## src/rtl/slp_pkg.sv

```systemverilog
package slp_pkg;
  typedef enum logic {
    PS_RUN   = 1'b0,
    PS_SLEEP = 1'b1
  } pwr_st_e;

  // status pin code {stat1, stat0}
  localparam logic [1:0] STAT_RUN   = 2'b00;
  localparam logic [1:0] STAT_SLEEP = 2'b10;

  localparam int unsigned SRC_W  = 4;
  localparam int unsigned MREG_W = 32;
endpackage

```

## src/rtl/slp_fsm.sv

```systemverilog
module slp_fsm
  import slp_pkg::*;
(
  input  logic clk,
  input  logic rst_n,
  input  logic sleep_stb,
  input  logic stby_sel,
  input  logic any_int,
  input  logic rst_req,
  output logic asleep,
  output logic wake_pls,
  output logic stby_req
);
  pwr_st_e st_q, st_d;
  logic    wake_d, stby_d;

  always_comb begin
    st_d   = st_q;
    wake_d = 1'b0;
    stby_d = 1'b0;
    unique case (st_q)
      PS_RUN: begin
        if (!rst_req && sleep_stb) begin
          if (stby_sel) stby_d = 1'b1;
          else          st_d   = PS_SLEEP;
        end
      end
      PS_SLEEP: begin
        if (rst_req) begin
          st_d = PS_RUN;
        end else if (any_int) begin
          st_d   = PS_RUN;
          wake_d = 1'b1;
        end
      end
      default: st_d = PS_RUN;
    endcase
  end

  always_ff @(posedge clk or negedge rst_n) begin
    if (!rst_n) begin
      st_q     <= PS_RUN;
      wake_pls <= 1'b0;
      stby_req <= 1'b0;
    end else begin
      st_q     <= st_d;
      wake_pls <= wake_d;
      stby_req <= stby_d;
    end
  end

  assign asleep = (st_q == PS_SLEEP);
endmodule

```

## src/rtl/slp_evt_latch.sv

```systemverilog
module slp_evt_latch
  import slp_pkg::*;
#(
  parameter int unsigned CODE_W = 12
) (
  input  logic              clk,
  input  logic              rst_n,
  input  logic              cap,
  input  logic [CODE_W-1:0] code_in,
  input  logic [SRC_W-1:0]  src_in,
  output logic [CODE_W-1:0] code_q,
  output logic [SRC_W-1:0]  src_q
);
  logic [CODE_W-1:0] code_d;
  logic [SRC_W-1:0]  src_d;

  always_comb begin
    code_d = code_q;
    src_d  = src_q;
    if (cap) begin
      code_d = code_in;
      src_d  = src_in;
    end
  end

  always_ff @(posedge clk or negedge rst_n) begin
    if (!rst_n) begin
      code_q <= '0;
      src_q  <= '0;
    end else begin
      code_q <= code_d;
      src_q  <= src_d;
    end
  end
endmodule

```

## src/rtl/slp_mstp_reg.sv

```systemverilog
module slp_mstp_reg
  import slp_pkg::*;
#(
  parameter int unsigned NPER = 32
) (
  input  logic              clk,
  input  logic              rst_n,
  input  logic              clr,
  input  logic              we,
  input  logic [MREG_W-1:0] wdata,
  output logic [MREG_W-1:0] rdata,
  output logic [NPER-1:0]   clk_en
);
  // only implemented peripheral bits are writable
  localparam logic [MREG_W-1:0] WMASK =
    (NPER >= MREG_W) ? {MREG_W{1'b1}} : ((MREG_W'(1) << NPER) - MREG_W'(1));

  logic [MREG_W-1:0] stop_q, stop_d;

  always_comb begin
    stop_d = stop_q;
    if (clr)     stop_d = '0;
    else if (we) stop_d = wdata & WMASK;
  end

  always_ff @(posedge clk or negedge rst_n) begin
    if (!rst_n) stop_q <= '0;
    else        stop_q <= stop_d;
  end

  for (genvar i = 0; i < NPER; i++) begin : g_gate
    assign clk_en[i] = ~stop_q[i];
  end

  assign rdata = stop_q;
endmodule

```

## src/rtl/slp_pwr_ctrl.sv

```systemverilog
module slp_pwr_ctrl
  import slp_pkg::*;
#(
  parameter int unsigned NPER   = 32,
  parameter int unsigned CODE_W = 12
) (
  input  logic              clk,
  input  logic              rst_n,
  input  logic              por_req,
  input  logic              mrst_req,
  input  logic              sleep_stb,
  input  logic              stby_sel,
  input  logic              blk_bit,
  input  logic              nmi_req,
  input  logic              irq_req,
  input  logic              irl_req,
  input  logic              per_req,
  input  logic [CODE_W-1:0] req_code,
  input  logic              ms_we,
  input  logic [31:0]       ms_wdata,
  output logic [31:0]       ms_rdata,
  output logic              cpu_clk_en,
  output logic [NPER-1:0]   per_clk_en,
  output logic              ckout_en,
  output logic              stat1,
  output logic              stat0,
  output logic [CODE_W-1:0] evt_code,
  output logic [SRC_W-1:0]  evt_src,
  output logic              wake_pls,
  output logic              stby_req
);
  // reset: asserted asynchronously, released after two clock edges
  logic [1:0] rst_pipe;
  logic       rst_sync_n;

  always_ff @(posedge clk or negedge rst_n) begin
    if (!rst_n) rst_pipe <= 2'b00;
    else        rst_pipe <= {rst_pipe[0], 1'b1};
  end
  assign rst_sync_n = rst_pipe[1];

  // the interrupt-block bit has no say over wake-up from sleep
  logic blk_unused;
  assign blk_unused = blk_bit;

  logic             any_int, rst_req, asleep, cap_evt;
  logic [SRC_W-1:0] src_vec;
  logic [1:0]       stat_code;

  assign src_vec = {nmi_req, irl_req, irq_req, per_req};
  assign any_int = |src_vec;
  assign rst_req = por_req | mrst_req;
  assign cap_evt = asleep & any_int & ~rst_req;

  slp_fsm u_fsm (
    .clk       (clk),
    .rst_n     (rst_sync_n),
    .sleep_stb (sleep_stb),
    .stby_sel  (stby_sel),
    .any_int   (any_int),
    .rst_req   (rst_req),
    .asleep    (asleep),
    .wake_pls  (wake_pls),
    .stby_req  (stby_req)
  );

  slp_evt_latch #(.CODE_W(CODE_W)) u_evt (
    .clk     (clk),
    .rst_n   (rst_sync_n),
    .cap     (cap_evt),
    .code_in (req_code),
    .src_in  (src_vec),
    .code_q  (evt_code),
    .src_q   (evt_src)
  );

  slp_mstp_reg #(.NPER(NPER)) u_mstp (
    .clk    (clk),
    .rst_n  (rst_sync_n),
    .clr    (por_req),
    .we     (ms_we),
    .wdata  (ms_wdata),
    .rdata  (ms_rdata),
    .clk_en (per_clk_en)
  );

  assign cpu_clk_en = ~asleep;
  assign ckout_en   = 1'b1;   // the clock pin keeps running in run and sleep
  assign stat_code  = asleep ? STAT_SLEEP : STAT_RUN;
  assign stat1      = stat_code[1];
  assign stat0      = stat_code[0];
endmodule

```

## config.mk

```make
export PLATFORM = sky130hd
export DESIGN_NAME = slp_pwr_ctrl
export DESIGN_NICKNAME = d
export VERILOG_FILES = /design/src/rtl/slp_pkg.sv /design/src/rtl/slp_fsm.sv /design/src/rtl/slp_evt_latch.sv /design/src/rtl/slp_mstp_reg.sv /design/src/rtl/slp_pwr_ctrl.sv
export SDC_FILE = /design/constraint.sdc
export NUM_CORES = 1
export LEC_CHECK = 0
export BUFFER_PORTS_ARGS = -buffer_cell sky130_fd_sc_hd__buf_2
export CORE_ASPECT_RATIO = 1.2
export CORE_UTILIZATION = 45
export DETAILED_ROUTE_END_ITERATION = 16
export PLACE_DENSITY = 0.84
export SLEW_MARGIN = 20
export SYNTH_ARGS = -nofsm -noshare
export SYNTH_HDL_FRONTEND = slang
export SYNTH_SLANG_ARGS = --single-unit
export TNS_END_PERCENT = 30
```

## constraint.sdc

```tcl
create_clock -name clk -period 5.2 [get_ports clk]
set_clock_uncertainty 0.05 [all_clocks]
set_input_delay 0.26 -clock clk [delete_from_list [all_inputs] [get_ports clk]]
set_output_delay 0.26 -clock clk [all_outputs]
set_load 0.005 [all_outputs]
```

* Yosys cells after proc, flatten, opt, wreduce, memory -nomap -nowiden
Cells that the tools add are included.
Word-level totals: bits of input ports 56, bits in registers 53, output and inout port bits 86, word-level logic and storage cells 62
Cells by class: reductions and logical operators 4, bitwise gates (word level) 37, muxes and demuxes 14
Operators by type and width (number):
- 32-bit 2-to-1 mux | 2
- 1-bit NOT | 34
- 1-bit 2-to-1 mux | 10
- 4-bit OR reduction | 1
- 1-bit AND | 2
- 2-bit 2-to-1 mux | 1
- 1-bit case mux with 2 select lines | 1
- 2-bit nonzero test | 1
- 1-bit logical AND | 1
- 1-bit zero test | 1
- 1-bit OR | 1

* Longest topological paths before layout
Gate-level depths: netlist of run 1.
depth in word-level cells 5, depth in mapped cells 6, depth with buffers taken out 4

* Cells and area by module
From an unflattened synthesis of run 1, not the netlist that was laid out.
Second synthesis, totals: cells, all modules 188, area, all modules 2311.0 µm²
By module, submodules not included:
- slp_mstp_reg | instances 1, cells each 135, sequential area each 800.8 µm², area an instance 1443.9 µm²
- slp_evt_latch | instances 1, cells each 34, sequential area each 400.4 µm², area an instance 649.4 µm²
- slp_fsm | instances 1, cells each 9, sequential area each 75.1 µm², area an instance 116.4 µm²
- slp_pwr_ctrl | instances 1, cells each 10, sequential area each 50.0 µm², area an instance 101.3 µm²

* Least setup slack after synthesis of run 1
No wires, ideal clock.
path type input to register, start input por_req, end register u_evt.code_q[10], required time 5025 ps, stages on the path 6, data arrival time 1258 ps, slack 3767 ps, path buffers 2, library setup time 125 ps, path through clkbuf_1 nor2_2 nand3b_4 inv_4 buf_12 mux2_4
On the way: word-level cells in the longest chain between the ends 3
Ends and longest elaborated chain:
- start, declared | RTL line slp_pwr_ctrl.sv:9 | input logic por_req,
- 1-bit OR | RTL line slp_pwr_ctrl.sv:52 | assign rst_req = por_req | mrst_req;
- 1-bit NOT | RTL line slp_pwr_ctrl.sv:53 | assign cap_evt = asleep & any_int & ~rst_req;
- 1-bit AND | RTL line slp_pwr_ctrl.sv:53
- end signal, assigned | RTL line slp_evt_latch.sv:31 | code_q <= code_d;
- end, declared | RTL line slp_evt_latch.sv:11 | output logic [CODE_W-1:0] code_q,
Every way passes these cells. A chain may end at the register's enable or synchronous reset.

* Worst setup path after layout of run 1
start input por_req, end register u_evt.code_q[11]
Same word-level chain as after synthesis.

==> results of run 1 <==
==> how the worst min path moves through the flow <==
stage	startpoint	slack, ns	depth (start not counted)	end
2_1_floorplan	rst_n	-0.09	0	rst_pipe[0]$_DFF_PN0_
3_3_place_gp	rst_n	-0.004	1	rst_pipe[0]$_DFF_PN0_
3_5_place_dp	rst_n	-0.005	1	rst_pipe[0]$_DFF_PN0_
4_1_cts	mrst_req	0.09	2	u_fsm.asleep$_DFF_PN0_
5_1_grt	mrst_req	0.1	2	u_fsm.asleep$_DFF_PN0_
6_report	mrst_req	0.10	2	u_fsm.asleep$_DFF_PN0_
==> registers in the layout, indices dropped and copies added (netlist names) <==
signal	cells
rst_pipe	2
u_evt.code_q	12
u_evt.src_q	4
u_fsm.asleep	1
u_fsm.stby_req	1
u_fsm.wake_pls	1
u_mstp.rdata	32
==> power groups by stage <==
stage / sequential (mW) / combinational (mW) / clock, mW
global route: 0.489 / 0.169 / 0.307
CTS: 0.483 / 0.154 / 0.288
floorplan: 0.490 / 0.0699 / 0
global placement: 0.488 / 0.148 / 0
detailed placement: 0.489 / 0.154 / 0
finish: 0.482 / 0.151 / 0.279
==> logic make-up after synthesis <==
group	count (synthesis)	synth area share (%)
mux	46	22.67
compound gates	3	1.220
flops	53	58.76
buf+inv	45	8.814
simple gates	39	8.204
other cells	2	0.3327
==> cells in the mapped netlist, types with 2 or more instances <==
master / number
inv_1: 33
conb_1: 2
clkbuf_1: 5
buf_4: 2
buf_2: 3
mux2_2: 5
a32o_1: 2
nor2_1: 34
dfrtp_1: 53
mux2_4: 9
mux2i_1: 32
==> worst max-delay path, stage by stage <==
cell	delay (ns)
buf_2	0.30
nor2_2	0.32
nand3b_4	0.15
inv_4	0.20
mux2_2	0.37
==> layer usage <==
| layer | GRT usage (%) | vias up | part of all wire [%] |
|---|---|---|---|
| li1 | - | 849 | - |
| met1 | 20.45 | 815 | 40 |
| met2 | 32.93 | 88 | 52 |
| met3 | 3.571 | 6 | 7.6 |
| met4 | 6.809 | 0 | 0.89 |
| met5 | 0 | - | 0 |
==> cells in the final DEF (no fill, tap or decap), types with 2 or more instances in the layout <==
cell,netlist,routed
a32o_1,2,2
mux2_4,9,9
nor2_1,34,34
conb_1,2,3
mux2_2,5,5
clkbuf_8,0,6
dfrtp_1,53,52
mux2i_1,32,32
buf_2,3,138
inv_1,33,33
==> repair_timing <==
action,4_1_cts,5_1_grt
setup endpoints to repair,0,0
hold endpoints to repair,2,0
hold buffers,1,0
==> area by class of cell <==
cell class	instances	area [um2]
well taps	58	72.57
clock inverters	1	30.03
clock buffers	7	86.33
repair buffers	139	700.7
inverters	34	130.1
flip-flops and latches	53	1330
multi-input cells	91	735.7
fillers	365	1610
==> reports/results.txt, run 1 <==
status - complete, no violations
ranking of synthesized cells by area - dfrtp_1 59%, mux2i_1 14%, mux2_4 6.0%
DP HPWL - 3416 um
setup TNS - 0 ns
total gr overflow - 0
Pint - 698.4 uW
Worst R2R Start - u_fsm.asleep$_DFF_PN0_
r2r setup slk - 3.80 ns
number of post-CTS setup repair buffers - 0
DIE HEIGHT - 79.58 um
placed insts - 374
max-cap violations - 0
Final #Nets - 380
Critical Path End Type - register
average wire per standard cell - 12.03 um
Final Hold Violating Endpoints - 0
Die Wd - 66.65 um
TritonCTS clock tree - done
fin crit share - 28.35%
setup ws final - 3.726 ns
# IOs - 142
critical path launch point type - input pin
Power Dens Cells - 295.8 mW/mm2
cell taking the most area after synthesis - dfrtp_1
Tmin final - 1.474 ns
Worst Path Required - 5.33 ns
Max Root-Sink Buffers - 2
Area after DPL - 0.002957 mm2
router iterations before antenna repair - 4
final WL - 4609 um
clock share of power - 30.6%
WS Path Type - in2reg
wire length of the first global-routing pass - 7272 um
synthesized area - 0.002257 mm2
CP Capture Point - u_evt.code_q[11]$_DFFE_PN0P_
Die Area - 0.005304 mm2
H-tree depth - 2
via count - 1,758
total power - 912.7 uW
pin count of the biggest net entering global routing - 52
sequential area share after synthesis - 58.76%
HP Class - in2reg
number of global-route vias before repair - 1,671
share of cells above drive strength 1 - 50.46%
Hold WS - 0.1013 ns
switching share of total power - 23.48%
DRC errors left - 0
Syn-to-layout area delta - 36.70%
crit-path max FO - 34
Leak - 1.773 nW
reg2reg end - u_evt.code_q[11]$_DFFE_PN0P_
worst relative slew slack - 38.24%
unrepaired setup endpoints after global routing - false
EDFF count, synth - 0
Root Driver - clkbuf_8
net switching power - 214.3 uW
# diodes - 0
crit path launch - por_req
FF+latch count, synth - 53
Clk pin slew, worst setup/hold paths - 0.09 ns
initial antenna violation count - 0
CP Data Arrival Time - 1.61 ns
Slew @ Worst Pin - 0.9264 ns
area share of the largest cell type after synthesis - 58.76%
vias per inst - 4.590
Layout Cells excl Fill - 383
maximum clock frequency - 678.4 MHz
Max Slew Vio Count - 0
Initial Util - 48.07%
RD Place Congestion - 0.6629
Cell Rows - 27
Cells after Synth - 188
Final ANT Viol Nets - 0
register share of total power - 52.8%
fraction of registers with async set/reset - 100.0%
combinational share of power - 16.6%
syn_area_per_cell - 12.01 um2
Core ar. - 0.004696 mm2
Iter 0 DRT Violations - 43
final instance area - 0.003085 mm2
Main synth FF type - dfrtp_1
post-synthesis cell type count - 19
dpl ws - 3.398 ns
R2R cell count - 3
Resized cells post-CTS - 0
# clock sinks - 53
clk_lat worst skew - 0.29 ns
synth warn - 0
peak supply drop - 0.1828 mV
CTS Buf Count - 5
PortBufs - 138
Final Setup Violations - 0
Tot GR Track Use - 18.13%
Finished Core Util - 65.71%
Power figures use the tool's default switching activity.
==> run 2: changes to the inputs <==
Settings changed: ABC_AREA set to 1, CORE_UTILIZATION 45 to 43, PLACE_DENSITY 0.84 to 0.8.
Clock period 5.2 ns to 1.5 ns, I/O delays scaled along.
==> run 2 against run 1 <==
Compared with the run above: via count rose by 38%; largest power group unchanged; setup slack got worse by 3.6 ns; flip-flop and latch count did not move; core utilization rose by 6.5 points; cell area rose by 18%; routed wire length rose by 58%; sequential power rose to 3.4 times the previous value; non-clock buffer count rose by 55; highest routed layer unchanged.
==> reports/results.txt, run 2 <==
status - complete, no violations (unchanged)
met2 WL - 4068 um (was 2381 um)
Tmin final - 1.414 ns
Cell Rows - 28 (was 27)
average wire per standard cell - 15.16 um (was 12.03 um)
Final #Nets - 475 (was 380)
area share of the largest cell type after synthesis - 57.89% (was 58.76%)
Post-synth top cells - 53 x dfrtp_1, 47 x nand3_1, 36 x inv_1, 36 x nand2_1, 30 x o21ai_2 (was 53 x dfrtp_1, 34 x nor2_1, 33 x inv_1)
Max Root-Sink Buffers - 2 (unchanged)
pin count of the biggest net entering global routing - 33 (was 52)
CTS Buf Count - 5 (unchanged)
post-synthesis cell type count - 19 (unchanged)
Largest register FFs - 32 (unchanged)
Hold Path Cell Cnt - 3 (was 2)
Worst Path Required - 1.64 ns (was 5.33 ns)
# clock sinks - 53 (unchanged)
most frequent cells in the layout - 138 x buf_2, 52 x dfrtp_1, 51 x dlygate4sd3_1 (was 138 x buf_2, 52 x dfrtp_1, 34 x nor2_1)
crit-path max FO - 9 (was 34)
Tot GR Track Use - 27.21% (was 18.13%)
vias per inst - 5.046 (was 4.590)
Power Dens Cells - 951.0 mW/mm2 (was 295.8 mW/mm2)
most used cell, CP - nand2_1
unrepaired setup endpoints after global routing - false (unchanged)
number of global-route vias before repair - 2,453 (was 1,671)
Final Hold Violating Endpoints - 0 (unchanged)
Stages on worst setup path - 7 (was 5)
Main synth FF type - dfrtp_1 (unchanged)
Final ANT Viol Nets - 0 (unchanged)
fraction of registers with async set/reset - 100.0% (unchanged)
peak supply drop - 0.6195 mV (was 0.1828 mV)
DIE HEIGHT - 81.96 um (was 79.58 um)
Leak - 1.967 nW (was 1.773 nW)
Final Setup Violations - 0 (unchanged)
TritonCTS clock tree - done (unchanged)
H-tree depth - 2 (unchanged)
Root Driver - clkbuf_8 (unchanged)
sequential area share after synthesis - 57.89% (was 58.76%)
met3 WL post-DR - 439 um (was 350 um)
total gr overflow - 0 (unchanged)
PortBufs - 138 (unchanged)
# fillers - 354 (was 365)
CP Data Arrival Time - 1.55 ns (was 1.61 ns)
RD Place Congestion - 0.7874 (was 0.6629)
Critical Path End Type - register (unchanged)
Syn-to-layout area delta - 58.93% (was 36.70%)
CP max stage delay - 0.55 ns (was 0.37 ns)
Iter 0 DRT Violations - 114 (was 43)
fin crit share - 94.30%
DRC errors left - 0 (unchanged)
maximum clock frequency - 707.0 MHz
synth warn - 0 (unchanged)
top sig layer - met4 (unchanged)
Core ar. - 0.005045 mm2 (was 0.004696 mm2)
# diodes - 0 (unchanged)
r2r setup slk - 0.12 ns (was 3.80 ns)
initial antenna violation count - 0 (unchanged)
top-count cell post-synth - dfrtp_1 (unchanged)
ranking of synthesized cells by area - dfrtp_1 58%, o21ai_2 11%, nand3_1 10% (was dfrtp_1 59%, mux2i_1 14%, mux2_4 6.0%)
R2R cell count - 4 (was 3)
Die Area - 0.005625 mm2 (was 0.005304 mm2)
met1 wire length - 2505 um (was 1835 um)
cell taking the most area after synthesis - dfrtp_1 (unchanged)
clk_lat worst skew - 0.30 ns (was 0.29 ns)
router iterations before antenna repair - 5 (was 4)
Die Wd - 68.63 um (was 66.65 um)
Layout Cells excl Fill - 480 (was 383)
Area after DPL - 0.002997 mm2 (was 0.002957 mm2)
CP Cell Sequence - dlygate4sd3_1, buf_2, nor2_1, nand2_1, buf_4, nand3_1, nand2_1 (was buf_2, nor2_2, nand3b_4, inv_4, mux2_2)
final WL - 7278 um (was 4609 um)
number of post-CTS setup repair buffers - 0 (unchanged)
commonest non-fill, non-tap cell in the layout - buf_2 (unchanged)
Clk pin slew, worst setup/hold paths - 0.09 ns (about the same)
critical path launch point type - input pin (unchanged)
Slew @ Worst Pin - 0.5541 ns (was 0.9264 ns)
WS Path Type - in2reg (unchanged)
Cells after Synth - 232 (was 188)
setup TNS - 0 ns (unchanged)
Max Slew Vio Count - 0 (unchanged)
via count - 2,422 (was 1,758)
share of cells above drive strength 1 - 44.76% (was 50.46%)
HP Class - in2reg (unchanged)
FF+latch count, synth - 53 (unchanged)
CP max stage cell - dlygate4sd3_1 (was mux2_2)
syn_area_per_cell - 9.875 um2 (was 12.01 um2)
worst relative slew slack - 63.06% (was 38.24%)
EDFF count, synth - 0 (unchanged)
synthesized area - 0.002291 mm2 (was 0.002257 mm2)
Initial Util - 45.41% (was 48.07%)
wire length of the first global-routing pass - 11,050 um (was 7272 um)
# IOs - 142 (unchanged)
DP HPWL - 4093 um (was 3416 um)
cell family with most CP delay - buffers and inverters (unchanged)
final instance area - 0.003641 mm2 (was 0.003085 mm2)
Buf+Inv Stages, Crit Path - 3 (was 2)
max-cap violations - 0 (unchanged)
placed insts - 421 (was 374)
run 2: routing by layer:
layer	track usage [%]	vias up
li1	-	1097
met1	26.70	1171
met2	51.76	130
met3	6.250	24
met4	13.13	0
met5	0	-
run 2: worst min-delay path, stage by stage:
cell and delay (ns):
buf_2 0.09, nand4_1 0.09, o21ai_0 0.08
run 2: final cells by class:
type,count,area [um2],area share [%]
Multi-Input combinational cell,128,726.9,19.97
Timing Repair Buffer,194,1239,34.02
Clock inverter,3,65.06,1.787
Clock buffer,5,68.82,1.890
Tap cell,60,75.07,2.062
Inverter,37,138.9,3.814
Sequential cell,53,1328,36.46
run 2: cell families (layout without fill, tap and decap cells):
family	after synthesis	after routing	synth area share, %
flip-flops	53	53	57.89
other	2	3	0.3278
AND/OR/NAND/NOR	92	92	19.12
AO/OA/AOI/OAI	33	33	12.12
buffers and inverters	52	239	10.54
run 2: timing repair:
action,CTS,global route
gates resized for setup,0,1
hold buffers,51,0
hold endpoints to repair,51,0
endpoints found under the setup margin,0,1
run 2: through the flow:
stage               util (%)  total power, mW  setup WS [ns]  hold WS [ns]
floorplan                  -            1.934         0.3652       -0.2706
global route           72.17            3.644        0.03602       0.01715
detailed placement     59.40            2.239         0.2321       -0.1862
global placement       59.40            2.220         0.2989       -0.1897
CTS                    72.17            3.456        0.06324       0.01081
finish                 72.17            3.463        0.08551       0.02805
run 2: worst paths after layout:
check / startpoint / to
setup / recovery: irq_req / u_evt.code_q[7]$_DFFE_PN0P_
hold / removal: sleep_stb / u_fsm.asleep$_DFF_PN0_
setup reg to reg: u_fsm.asleep$_DFF_PN0_ / u_fsm.stby_req$_DFF_PN0_
hold reg to reg: rst_pipe[1]$_DFF_PN0_ / u_mstp.rdata[2]$_DFFE_PN0P_
max in group asynchronous: rst_pipe[1]$_DFF_PN0_ / u_mstp.rdata[23]$_DFFE_PN0P_
min in group asynchronous: rst_n / rst_pipe[0]$_DFF_PN0_
run 2: power breakdown:
group          switching, mW  internal, mW
Clock                  0.451         0.663
Sequential            0.0832          1.57
Combinational          0.353         0.344
Total                  0.887          2.58
